`src/rtl/srpg_pkg.sv`:
```
package srpg_pkg;

  // Add a signed step to an accumulator and clip it into [lo, hi].
  function automatic int sat_add(int acc, int step, int lo, int hi);
    int s;
    s = acc + step;
    if (s > hi) s = hi;
    if (s < lo) s = lo;
    return s;
  endfunction

  // Falling point in ticks after the detected primary rise:
  // the earlier of the tracking point and the clamp point, then trimmed.
  function automatic int pick_end(int width, int dead, int clamp, int trim);
    int trk;
    int clp;
    trk = width - dead;
    clp = dead + clamp;
    return ((trk < clp) ? trk : clp) + trim;
  endfunction

endpackage

```
`src/rtl/srpg_edge_meas.sv`:
```
module srpg_edge_meas #(
  parameter int CW = 12
) (
  input  logic          clk,
  input  logic          rst_n,
  input  logic          pri_gate,
  output logic          rise_evt,
  output logic          fall_evt,
  output logic [CW-1:0] last_width
);
  localparam logic [CW-1:0] WMAX = {CW{1'b1}};

  logic          pri_q;
  logic [CW-1:0] hi_cnt;

  assign rise_evt   = pri_gate & ~pri_q;
  assign fall_evt   = ~pri_gate & pri_q;
  assign last_width = hi_cnt;

  always_ff @(posedge clk) begin
    if (!rst_n) begin
      pri_q  <= 1'b0;
      hi_cnt <= '0;
    end else begin
      pri_q <= pri_gate;
      if (rise_evt)
        hi_cnt <= CW'(1);
      else if (pri_gate && hi_cnt != WMAX)
        hi_cnt <= hi_cnt + CW'(1);
    end
  end
endmodule

```
`src/rtl/srpg_trim_acc.sv`:
```
module srpg_trim_acc #(
  parameter int TW = 8
) (
  input  logic                 clk,
  input  logic                 rst_n,
  input  logic                 cycle_start,
  input  logic signed [TW-1:0] trim_step,
  input  logic signed [TW-1:0] trim_min,
  input  logic signed [TW-1:0] trim_max,
  output logic signed [TW-1:0] trim_q,
  output logic signed [TW-1:0] trim_next
);
  import srpg_pkg::*;

  assign trim_next = TW'(sat_add(int'(trim_q), int'(trim_step),
                                 int'(trim_min), int'(trim_max)));

  always_ff @(posedge clk) begin
    if (!rst_n)
      trim_q <= '0;
    else if (cycle_start)
      trim_q <= trim_next;
  end
endmodule

```
`src/rtl/srpg_pulse_timer.sv`:
```
module srpg_pulse_timer #(
  parameter int CW = 12,
  parameter int TW = 8
) (
  input  logic                 clk,
  input  logic                 rst_n,
  input  logic                 rise_evt,
  input  logic                 fall_evt,
  input  logic [CW-1:0]        last_width,
  input  logic [CW-1:0]        dead_ticks,
  input  logic [CW-1:0]        clamp_ticks,
  input  logic signed [TW-1:0] trim_next,
  output logic [CW-1:0]        cnt,
  output logic                 armed,
  output logic signed [CW+2:0] end_pt,
  output logic                 sr_in
);
  import srpg_pkg::*;

  localparam int            EW   = CW + 3;
  localparam logic [CW-1:0] CMAX = {CW{1'b1}};

  logic run;
  logic past_dead;
  logic before_end;

  assign past_dead  = (cnt >= dead_ticks);
  assign before_end = ($signed({{(EW-CW){1'b0}}, cnt}) < end_pt);
  assign sr_in      = run & armed & past_dead & before_end;

  always_ff @(posedge clk) begin
    if (!rst_n) begin
      cnt    <= '0;
      run    <= 1'b0;
      armed  <= 1'b0;
      end_pt <= '0;
    end else if (rise_evt) begin
      cnt    <= '0;
      run    <= 1'b1;
      armed  <= 1'b1;
      end_pt <= EW'(pick_end(int'(last_width), int'(dead_ticks),
                             int'(clamp_ticks), int'(trim_next)));
    end else begin
      if (fall_evt && !past_dead)
        armed <= 1'b0;
      if (cnt != CMAX)
        cnt <= cnt + CW'(1);
    end
  end
endmodule

```
`src/rtl/sr_pulse_gen.sv`:
```
module sr_pulse_gen #(
  parameter int CW = 12,
  parameter int TW = 8
) (
  input  logic                 clk,
  input  logic                 rst_n,
  input  logic                 pri_gate,
  input  logic [CW-1:0]        dead_ticks,
  input  logic [CW-1:0]        clamp_ticks,
  input  logic signed [TW-1:0] trim_step,
  input  logic signed [TW-1:0] trim_min,
  input  logic signed [TW-1:0] trim_max,
  output logic                 sr_in
);
  logic                 rise_evt;
  logic                 fall_evt;
  logic [CW-1:0]        last_width;
  logic signed [TW-1:0] trim_q;
  logic signed [TW-1:0] trim_next;
  logic [CW-1:0]        cnt;
  logic                 armed;
  logic signed [CW+2:0] end_pt;

  srpg_edge_meas #(.CW(CW)) i_meas (
    .clk        (clk),
    .rst_n      (rst_n),
    .pri_gate   (pri_gate),
    .rise_evt   (rise_evt),
    .fall_evt   (fall_evt),
    .last_width (last_width)
  );

  srpg_trim_acc #(.TW(TW)) i_trim (
    .clk         (clk),
    .rst_n       (rst_n),
    .cycle_start (rise_evt),
    .trim_step   (trim_step),
    .trim_min    (trim_min),
    .trim_max    (trim_max),
    .trim_q      (trim_q),
    .trim_next   (trim_next)
  );

  srpg_pulse_timer #(.CW(CW), .TW(TW)) i_timer (
    .clk         (clk),
    .rst_n       (rst_n),
    .rise_evt    (rise_evt),
    .fall_evt    (fall_evt),
    .last_width  (last_width),
    .dead_ticks  (dead_ticks),
    .clamp_ticks (clamp_ticks),
    .trim_next   (trim_next),
    .cnt         (cnt),
    .armed       (armed),
    .end_pt      (end_pt),
    .sr_in       (sr_in)
  );
endmodule

```
`config.mk`:
```
export PLATFORM = sky130hd
export DESIGN_NAME = sr_pulse_gen
export DESIGN_NICKNAME = d
export VERILOG_FILES = /design/src/rtl/srpg_pkg.sv /design/src/rtl/srpg_edge_meas.sv /design/src/rtl/srpg_trim_acc.sv /design/src/rtl/srpg_pulse_timer.sv /design/src/rtl/sr_pulse_gen.sv
export SDC_FILE = /design/constraint.sdc
export NUM_CORES = 1
export LEC_CHECK = 0
export CAP_MARGIN = 20
export CELL_PAD_IN_SITES_DETAIL_PLACEMENT = 2
export CELL_PAD_IN_SITES_GLOBAL_PLACEMENT = 2
export CORE_MARGIN = 1
export CORE_UTILIZATION = 39
export DETAILED_ROUTE_END_ITERATION = 8
export PLACE_DENSITY_LB_ADDON = 0.1
export SLEW_MARGIN = 40
export SYNTH_ARGS = -nofsm -noshare
export SYNTH_HDL_FRONTEND = slang
export SYNTH_HIERARCHICAL = 1
export SYNTH_SLANG_ARGS = --single-unit
```
`constraint.sdc`:
```
create_clock -name clk -period 16.7 [get_ports clk]
set_clock_uncertainty 0.15 [all_clocks]
set_input_delay 4.175 -clock clk [delete_from_list [all_inputs] [get_ports clk]]
set_output_delay 4.175 -clock clk [all_outputs]
set_load 0.05 [all_outputs]
```
==> reports/metrics.json <==
{
  "global_route": {
    "initial_antenna_violation_count": 0,
    "global_route.overflow_total": 0,
    "vias_in_the_first_global_route": 6370,
    "grt_pass1_wl_um": 31700,
    "pin_count_of_the_biggest_net_entering_global_routing": 33,
    "grt_use_total_pct": 25.2
  },
  "die": {
    "placementRows": 44,
    "placeableCoreArea_um2": 14700,
    "dieWidth_um": 125,
    "die-area_um2": 15700,
    "starting_density_of_the_core_pct": 40.3,
    "die_h_um": 125,
    "top_level_ports": 52
  },
  "logic_synthesis": {
    "synth.ff_latch_count": 50,
    "synth-warning-count": 6,
    "ys_seq_area_share_pct": 16.9,
    "post_synth_num_cell_types": 84,
    "syn_area_um2": 5930,
    "netlist.top_cell.by_area": "sky130_fd_sc_hd__ha_1",
    "syn-instance-count": 735,
    "fraction_of_post_synthesis_cell_area_in_the_top_cell_type_by_area_pct": 21.1,
    "ys_top_cells_by_area": "sky130_fd_sc_hd__ha_1 (21%), sky130_fd_sc_hd__dfxtp_1 (17%), sky130_fd_sc_hd__inv_1 (3.8%)",
    "number_of_synthesized_flops_with_an_enable_pin": 0,
    "postSynth.asyncResetShare_pct": 0,
    "mapped_nets": 890,
    "yosys_most_used_dff": "sky130_fd_sc_hd__dfxtp_1",
    "mean_syn_cell_area_um2": 8.07
  },
  "placed_design": {
    "finalWeightedCongestion": 0.860,
    "dpl_worst_slack_ps": 4680,
    "place_area_um2": 6620,
    "port-buffer-count": 51,
    "hpwl_um": 16200
  },
  "finish": {
    "layout.nets": 935,
    "insertedDiodeCount": 0,
    "postLayoutCellArea_um2": 6760,
    "drive_above_1_share_pct": 5.76,
    "area_growth_from_synthesis_to_final_layout_pct": 14.0
  },
  "timing": {
    "layout_min_cycle_time_ps": 11730,
    "setup-tns-final_ps": 0,
    "timing_hold_violations_final": 0,
    "worstMarginPinSlew_ps": 740,
    "timing.final.ws_setup_ps": 4970,
    "maxClockFrequency_mhz": 85.2,
    "grt_setup_unrepaired": "false",
    "slew_viol_final": 0,
    "hold-worst-slack_ps": 322,
    "report.final.setup_viol": 0,
    "max-slew-margin-rel_pct": 50.6,
    "timing.final.crit_share_pct": 70.3
  },
  "setup_path": {
    "critical-path-slowest-cell": "sky130_fd_sc_hd__o22a_1",
    "worst_setup_sp_type": "input pin",
    "timing.critical_path.from": "trim_step[0]",
    "timing_worst_setup_path_type": "input pin to flop",
    "critPathCaptureType": "flop",
    "path_buf_inv": 2,
    "worstSetupEndpoint": "i_timer/end_pt[13]",
    "timing.rr.end": "i_timer/end_pt[13]",
    "worst_r2r_path_depth": 27,
    "cp.required_ps": 16770,
    "timing.reg2reg.setup_slack_ps": 8920,
    "timing.critical_path.arrival_ps": 11800,
    "critical_path.most_common_cell": "sky130_fd_sc_hd__ha_1",
    "timing.critical_path.depth": 28,
    "rr_startpoint": "i_trim/trim_q[0]",
    "peak_fanout_along_the_critical_path": 18,
    "crit_path_max_incr_delay_ps": 550,
    "worst_path_dominant_cell_family": "compound AO/OA/AOI/OAI gates"
  },
  "power_and_ir_drop": {
    "power.density_cell_area_nw_per_um2": 133,
    "leakagePower_uw": 0.00301,
    "irDropWorstVdd_v": 0.0000544,
    "post-layout-total-power_uw": 901
  },
  "run_status": {
    "run_status": "finished clean"
  },
  "flow_run": {
    "maxCapViolations": 0
  },
  "clock_network": {
    "worst_skew_pair_later_pin_latency_ps": 300,
    "cts-htree-levels": 2,
    "max-clock-path-buffers": 2,
    "cts-hold-fix-buffers": 0,
    "cts_num_sinks": 50,
    "ctsRootBufferMaster": "sky130_fd_sc_hd__clkbuf_16",
    "postCtsSetupRepairBufs": 0,
    "worst_setup_hold_path_clk_slew_ps": 70,
    "cts_tree": "done",
    "number_of_buffers_created_by_cts": 5,
    "cts_resized": 0
  },
  "detailed_routing": {
    "wl_um": 19300,
    "ratio_of_routed_vias_to_standard_cells": 5.93,
    "detail_route.first_pass.iterations": 6,
    "drc": 0,
    "drt_iter0_drc": 202,
    "vias": 5719,
    "ant_nets": 0,
    "wire_per_inst_um": 20.0
  },
  "min_path": {
    "hp-class": "flop to flop"
  }
}
## report_power, final
group          total [uW]  leakage (uW)  internal [uW]  switching, uW
sequential            149      0.000408            137           12.2
clock                 106     0.0000708           55.8           49.8
combinational         646       0.00253            275            372
## how the worst min path moves through the flow
stage	cells after the start	to	start
global route	1	i_timer/run	i_timer/run
floorplan	1	i_timer/run	i_timer/run
global placement	1	i_timer/run	i_timer/run
finish	1	i_timer/run	i_timer/run
detailed placement	1	i_timer/run	i_timer/run
CTS	1	i_timer/run	i_timer/run
## through the flow
stage,std cells,util [%]
detailed placement,957,45.0
floorplan,735,-
finish,965,46.0
CTS,965,46.0
global route,965,46.0
global placement,957,45.0
## state kept, by name (all words and copies together) (netlist names)
signal and flops:
i_timer/run 1, i_timer/end_pt 15, i_meas/pri_q 1, i_timer/cnt 12
i_trim/trim_q 8, i_timer/armed 1, i_meas/last_width 12
## routing by layer
metal / GRT usage [%] / share of wire (%)
met1: 29.7 / 44
met2: 47.4 / 51
met3: 2.57 / 2.4
met4: 7.89 / 2.3
met5: 0 / 0
## worst register-to-register path: cells and delay by family, from the launching register on
kind / cells / cell delay (ps)
AO/OA/AOI/OAI: 16 / 3720
AND/OR/NAND/NOR: 1 / 310
adder cells (fa/ha/maj): 5 / 1630
multiplexers: 3 / 1030
buffers and inverters: 1 / 330
flip-flops: 1 / 330
XOR/XNOR: 1 / 190
## Yosys cell counts (6+ instances only)
| master | instances |
|---|---|
| sky130_fd_sc_hd__nand3b_1 | 6 |
| sky130_fd_sc_hd__o211ai_1 | 18 |
| sky130_fd_sc_hd__xor2_1 | 17 |
| sky130_fd_sc_hd__a211oi_1 | 17 |
| sky130_fd_sc_hd__dfxtp_1 | 50 |
| sky130_fd_sc_hd__o21ai_0 | 37 |
| sky130_fd_sc_hd__nor3_1 | 15 |
| sky130_fd_sc_hd__o21a_1 | 12 |
| sky130_fd_sc_hd__xnor2_1 | 20 |
| sky130_fd_sc_hd__mux2_4 | 6 |
| sky130_fd_sc_hd__nor2b_1 | 12 |
| sky130_fd_sc_hd__a21o_1 | 20 |
| sky130_fd_sc_hd__mux2i_1 | 13 |
| sky130_fd_sc_hd__nor2_1 | 55 |
| sky130_fd_sc_hd__nand2b_1 | 8 |
| sky130_fd_sc_hd__and3_1 | 7 |
| sky130_fd_sc_hd__a31oi_1 | 6 |
| sky130_fd_sc_hd__clkbuf_1 | 10 |
| sky130_fd_sc_hd__inv_1 | 60 |
| sky130_fd_sc_hd__nand2_1 | 57 |
| sky130_fd_sc_hd__a21oi_1 | 42 |
| sky130_fd_sc_hd__nand3_1 | 31 |
| sky130_fd_sc_hd__nand4_1 | 9 |
| sky130_fd_sc_hd__ha_1 | 100 |
## cell usage in the layout (no fill, tap or decap), drive strengths merged, types with 17 or more instances in the layout
cell	n
xnor2	20
o211ai	18
ha	100
a21oi	42
a21o	21
nor2	56
a211oi	19
inv	60
nand2	57
xor2	17
dfxtp	50
nor3	17
clkdlybuf4s50	51
o21ai	40
nand3	31
## cell type report
cell class	count	area [um^2]
sequential	50	1000
clock inverter	2	13.8
clock buffer	6	129
fill	1695	7940
inverter	62	233
multi-input combinational	607	4620
tap	184	230
timing repair buffer	54	533
## cell families after synthesis
group	after synthesis	synth area share (%)
buffers and inverters	78	5.28
flip-flops	50	16.9
AND/OR/NAND/NOR	236	21.1
adder cells (fa/ha/maj)	104	22.5
AO/OA/AOI/OAI	208	24.5
XOR/XNOR	37	5.47
multiplexers	22	4.28
No activity file was read; power rests on OpenSTA's default activity.
